$ cat src/rtl/i2c_flag_pkg.sv
package i2c_flag_pkg;
  localparam int FLAG_CNT = 4;
  localparam int SB_IDX   = 0;
  localparam int ADDR_IDX = 1;
  localparam int BTF_IDX  = 2;
  localparam int HDR_IDX  = 3;
  localparam int OPT_CNT  = 4;
  localparam int KIND_W   = $clog2(OPT_CNT + 1) + ((OPT_CNT + 1) == (1 << $clog2(OPT_CNT + 1)) ? 1 : 0);

  typedef struct packed {
    logic                wipe;
    logic [FLAG_CNT-1:0] setReq;
    logic [FLAG_CNT-1:0] clrReq;
  } flagCmd_t;
endpackage

$ cat src/rtl/i2c_flag_ctrl.sv
module i2c_flag_ctrl
  import i2c_flag_pkg::*;
(
  input  logic                clk,
  input  logic                rst,
  input  logic                enable,
  input  logic                stretchOff,
  input  logic                errChkOn,
  input  logic                txDir,
  input  logic                tenBitMode,
  input  logic [OPT_CNT-1:0]  matchEn,
  input  logic                evStartGen,
  input  logic                evStopSeen,
  input  logic                evMAddr,
  input  logic                mAddrSecond,
  input  logic                evSlvMatch,
  input  logic [KIND_W-1:0]   matchKind,
  input  logic                evByteDone,
  input  logic                nackIn,
  input  logic                rxNotEmpty,
  input  logic                txEmpty,
  input  logic                rdStat1,
  input  logic                rdStat2,
  input  logic                rdData,
  input  logic                wrData,
  input  logic [FLAG_CNT-1:0] flags,
  output flagCmd_t            cmd
);
  logic [FLAG_CNT-1:0] armQ;
  logic [FLAG_CNT-1:0] secondAcc;
  logic                optHit;
  logic                slvOk;
  logic                byteDue;

  always_comb begin
    optHit = 1'b0;
    for (int k = 0; k < OPT_CNT; k++) begin
      if (matchKind == KIND_W'(k + 1) && matchEn[k]) optHit = 1'b1;
    end
    slvOk   = evSlvMatch && (matchKind == '0 || optHit);
    byteDue = txDir ? (txEmpty && !errChkOn) : rxNotEmpty;

    secondAcc           = '0;
    secondAcc[SB_IDX]   = wrData;
    secondAcc[HDR_IDX]  = wrData;
    secondAcc[ADDR_IDX] = rdStat2;
    secondAcc[BTF_IDX]  = rdData || wrData;

    cmd.wipe             = !enable;
    cmd.setReq           = '0;
    cmd.setReq[SB_IDX]   = evStartGen;
    cmd.setReq[HDR_IDX]  = evMAddr && tenBitMode && !mAddrSecond && !nackIn;
    cmd.setReq[ADDR_IDX] = (evMAddr && !nackIn && (!tenBitMode || mAddrSecond)) || slvOk;
    cmd.setReq[BTF_IDX]  = evByteDone && !nackIn && !stretchOff && byteDue;

    cmd.clrReq          = armQ & secondAcc;
    cmd.clrReq[BTF_IDX] = cmd.clrReq[BTF_IDX] || (txDir && (evStartGen || evStopSeen));
  end

  for (genvar i = 0; i < FLAG_CNT; i++) begin : g_arm
    always_ff @(posedge clk) begin
      if (rst || !enable)                   armQ[i] <= 1'b0;
      else if (cmd.clrReq[i] || !flags[i])  armQ[i] <= 1'b0;
      else if (rdStat1)                     armQ[i] <= 1'b1;
    end

    // an arm only appears after a status-1 read
    p_arm_after_read_r9: assert property (@(posedge clk) disable iff (rst)
      $rose(armQ[i]) |-> $past(rdStat1));
    // an armed flag is always a set flag
    p_arm_implies_flag_r9: assert property (@(posedge clk) disable iff (rst)
      armQ[i] |-> flags[i]);
  end
endmodule

$ cat src/rtl/i2c_flag_regs.sv
module i2c_flag_regs
  import i2c_flag_pkg::*;
(
  input  logic                clk,
  input  logic                rst,
  input  flagCmd_t            cmd,
  input  logic                enable,
  input  logic                stretchOff,
  input  logic                nackIn,
  input  logic                txDir,
  input  logic                evStartGen,
  input  logic                evStopSeen,
  input  logic                rdStat2,
  input  logic                rdData,
  input  logic                wrData,
  output logic [FLAG_CNT-1:0] flags
);
  for (genvar i = 0; i < FLAG_CNT; i++) begin : g_flag
    always_ff @(posedge clk) begin
      if (rst || cmd.wipe)       flags[i] <= 1'b0;
      else if (cmd.setReq[i])    flags[i] <= 1'b1;
      else if (cmd.clrReq[i])    flags[i] <= 1'b0;
    end
  end

  // a low enable leaves every flag at zero
  p_enable_wipes_r11: assert property (@(posedge clk) disable iff (rst)
    !enable |=> flags == '0);
  // start flag falls only through a data write
  p_sb_clear_write_r2: assert property (@(posedge clk) disable iff (rst)
    $fell(flags[SB_IDX]) && $past(enable) |-> $past(wrData));
  // address flag falls only through a status-2 read
  p_addr_clear_stat2_r6: assert property (@(posedge clk) disable iff (rst)
    $fell(flags[ADDR_IDX]) && $past(enable) |-> $past(rdStat2));
  // byte-finished flag falls on a data access or a transmit start/stop
  p_btf_clear_src_r8: assert property (@(posedge clk) disable iff (rst)
    $fell(flags[BTF_IDX]) && $past(enable) |->
      $past(rdData || wrData || (txDir && (evStartGen || evStopSeen))));
  // byte-finished never rises with stretching off or after a NACK
  p_btf_rise_ok_r7: assert property (@(posedge clk) disable iff (rst)
    $rose(flags[BTF_IDX]) |-> $past(!stretchOff && !nackIn));
  // header flag never rises after a NACK
  p_hdr_no_nack_r3: assert property (@(posedge clk) disable iff (rst)
    $rose(flags[HDR_IDX]) |-> $past(!nackIn));
endmodule

$ cat src/rtl/i2c_status_flags.sv
module i2c_status_flags
  import i2c_flag_pkg::*;
(
  input  logic        clk,
  input  logic        rst,
  input  logic        enable,
  input  logic        stretchOff,
  input  logic        errChkOn,
  input  logic        txDir,
  input  logic        tenBitMode,
  input  logic [3:0]  matchEn,
  input  logic        evStartGen,
  input  logic        evStopSeen,
  input  logic        evMAddr,
  input  logic        mAddrSecond,
  input  logic        evSlvMatch,
  input  logic [2:0]  matchKind,
  input  logic        evByteDone,
  input  logic        nackIn,
  input  logic        rxNotEmpty,
  input  logic        txEmpty,
  input  logic        rdStat1,
  input  logic        rdStat2,
  input  logic        rdData,
  input  logic        wrData,
  output logic [3:0]  statusLo
);
  flagCmd_t            cmd;
  logic [FLAG_CNT-1:0] flags;

  i2c_flag_ctrl u_ctrl (
    .clk, .rst, .enable, .stretchOff, .errChkOn, .txDir, .tenBitMode,
    .matchEn, .evStartGen, .evStopSeen, .evMAddr, .mAddrSecond,
    .evSlvMatch, .matchKind, .evByteDone, .nackIn, .rxNotEmpty, .txEmpty,
    .rdStat1, .rdStat2, .rdData, .wrData, .flags, .cmd
  );

  i2c_flag_regs u_regs (
    .clk, .rst, .cmd, .enable, .stretchOff, .nackIn, .txDir,
    .evStartGen, .evStopSeen, .rdStat2, .rdData, .wrData, .flags
  );

  assign statusLo = flags;
endmodule

$ cat config.mk
export PLATFORM = sky130hd
export DESIGN_NAME = i2c_status_flags
export DESIGN_NICKNAME = d
export VERILOG_FILES = /design/src/rtl/i2c_flag_pkg.sv /design/src/rtl/i2c_flag_ctrl.sv /design/src/rtl/i2c_flag_regs.sv /design/src/rtl/i2c_status_flags.sv
export SDC_FILE = /design/constraint.sdc
export NUM_CORES = 1
export LEC_CHECK = 0
export BUFFER_PORTS_ARGS = -buffer_cell sky130_fd_sc_hd__buf_2
export CORE_AREA = 10 10 47 49
export CTS_CLUSTER_SIZE = 10
export DETAILED_ROUTE_END_ITERATION = 10
export DIE_AREA = 0 0 57 59
export PLACE_DENSITY = 0.65
export SYNTH_ARGS = -nofsm -noshare
export SYNTH_HDL_FRONTEND = slang
export SYNTH_HIERARCHICAL = 1
export SYNTH_SLANG_ARGS = --single-unit
$ cat constraint.sdc
create_clock -name clk -period 0.85 [get_ports clk]
set_input_delay 0.17 -clock clk [delete_from_list [all_inputs] [get_ports clk]]
set_output_delay 0.17 -clock clk [all_outputs]
set_load 0.05 [all_outputs]
==> metrics.txt <==
status finished, violations left; failing checks setup timing; leak pwr 0.325 nW; Avg Vias per Cell 4.63; fillcell total 144; CTS Buffer Depth 2; pwr/cell area 1240 mW/mm²; diode count 0; post-synth top area share 37.4%; port bufs 30; syn_nets 77; insertion delay of the later-clocked pin in the worst-skew pair 0.26 ns; Placed Cells 95; HPWL Detailed 1.04 mm; Congestion Overflow GR 0; Synth area leader dfxtp_1; Nets 116; P&R area growth vs syn 62.6%; largest net degree at the start of global routing 5; Hold Vio Cnt, Final 0; top post-synthesis cells by area dfxtp_1, a21oi_2, nand2b_1; Final ANT Viol Nets 0; synthesized area per cell 8.56 µm²; crit end category output port; Post-synth EDFFs 0; WL/cell 12.4 µm; Final Wtd Congestion 0.700; clk_skew 0.00427 ns; Final min period 0.922 ns; most common cell in the netlist dfxtp_1; via count 477; CP Data Arrival Time 0.75 ns; Die Wd 57 µm; I/O pin count 31; Crit Path Class reg2out; CTS buffer count 3; WL final 1.28 mm; RSZ-0062 raised after global routing yes; commonest cells in the netlist dfxtp_1, inv_1, nand2b_1, o21ai_0; TritonCTS clock tree done; sum of negative setup slack -0.262 ns; YS warnings 6; All-Layer GR Usage 8.01%; # clock sinks 8; Max Cap Viol 0; count of pins over their slew limit 0; Max Clk Rate 1080 MHz; Top Family by Delay on Critical Path flip-flops; hold_buf cts 0; worst-path fanout max 2; vias in the first global route 525; slowest stage delay, CP 0.35 ns; Worst-path clk slew 0.06 ns; worst slew pin tran 0.160 ns; core area 0.00140 mm²; die area 0.00336 mm²; Main synth FF type dfxtp_1; initial core utilization 30.5%; initial antenna violation count 0; row count 14; Clock Tree Root clkbuf_4; CP Cell Sequence buf_8; library cells used by synthesis 19; 1st-iter DRT viols 2; Pre-antenna DRT Iters 4; VDD IR-drop max 494 µV; post-synthesis sequential area ratio 37.4%; Synth Instances 50; synthesized flop and latch total 8; Post-route DRC 0; CP startpoint kind flop; Final period util 109%; layout cells sized above 1 55.2%; first-pass GRT wire length 2.15 mm; Worst EP required 0.68 ns; Mapped Area 428 µm²; crit path buf inv count 1; H-Tree Depth 1; max_slew headroom 89.0%; min setup slack post-route -0.0723 ns; crit path max-delay cell type dfxtp_2; final cell count without fillers 103; Async SR Flop Fraction 0%; Vert. Die Dim 59 µm; Worst Hold Class in2reg; endpoints failing setup 4
## where the power goes
group	internal (mW)	switching [mW]
combinational	0.0973	0.0811
clock	0.162	0.133
sequential	0.384	0.00616
## area by class of cell
cell class                 count  area, µm²  share of cell area, %
tap                           16       20.0                   2.88
sequential                     8        165                   23.7
inverter                       5       18.8                   2.70
multi-input combinational     36        241                   34.7
clock buffer                   3       22.5                   3.24
timing repair buffer          35        228                   32.7
## cells in the final DEF, fill, tap and decap left out, drive strengths merged
master	n
buf	35
dfxtp	8
o21ai	7
inv	5
nand2b	5
nor3	4
a21oi	4
clkbuf	3
and2	3
nor2b	3
mux2i	2
and3b	1
nor2	1
o22ai	1
nor3b	1
a31o	1
nor4b	1
nand2	1
or2	1
## final timing paths
kind / start / endpoint / slack (ns) / depth (start not counted)
worst min-delay path: evStartGen / u_regs/flags[0] / 0.17 / 3
worst max-delay path: u_regs/flags[1] / statusLo[1] / -0.07 / 1
worst min register to register: u_regs/flags[0] / u_ctrl/armQ[0] / 0.50 / 2
worst max register to register: u_regs/flags[1] / u_ctrl/armQ[1] / 0.02 / 4
## routing by layer
metal	vias up	track usage [%]	part of all wire, %
met2	19	12.7	53
met1	210	7.17	34
met3	2	4.08	12
li1	246	-	-
met4	0	8.05	1.4
met5	-	0	0
## kinds of logic (layout without fill, tap and decap cells)
logic type	count (synthesis)	after routing	synth area share, %
flip-flops	8	8	37.4
AO/OA/AOI/OAI	13	13	19.9
AND/OR/NAND/NOR	21	21	31.9
multiplexers	2	2	4.68
buffers and inverters	6	43	6.14
## repair_timing
item | CTS | global route
pin swaps | 0 | 0
buffers inserted | 3 | 2
gates resized for setup | 12 | 0
endpoints found under the setup margin | 4 | 4
## sequential cells by signal (all words and copies together) (netlist names)
name and flops:
u_ctrl/armQ 4, u_regs/flags 4
## stage by stage
stage               instance area [µm²]  hold slack, ns  utilization [%]  worst slack, ns  power (mW)
floorplan                           433           0.326                -           0.0535       0.476
finish                              696           0.166             49.6          -0.0723       0.863
global placement                    596           0.425             42.5           -0.103       0.551
global route                        696           0.170             49.6          -0.0980       0.910
detailed placement                  596           0.430             42.5           -0.108       0.553
CTS                                 681           0.163             48.6          -0.0817       0.870
(Power assumes the default switching activity.)
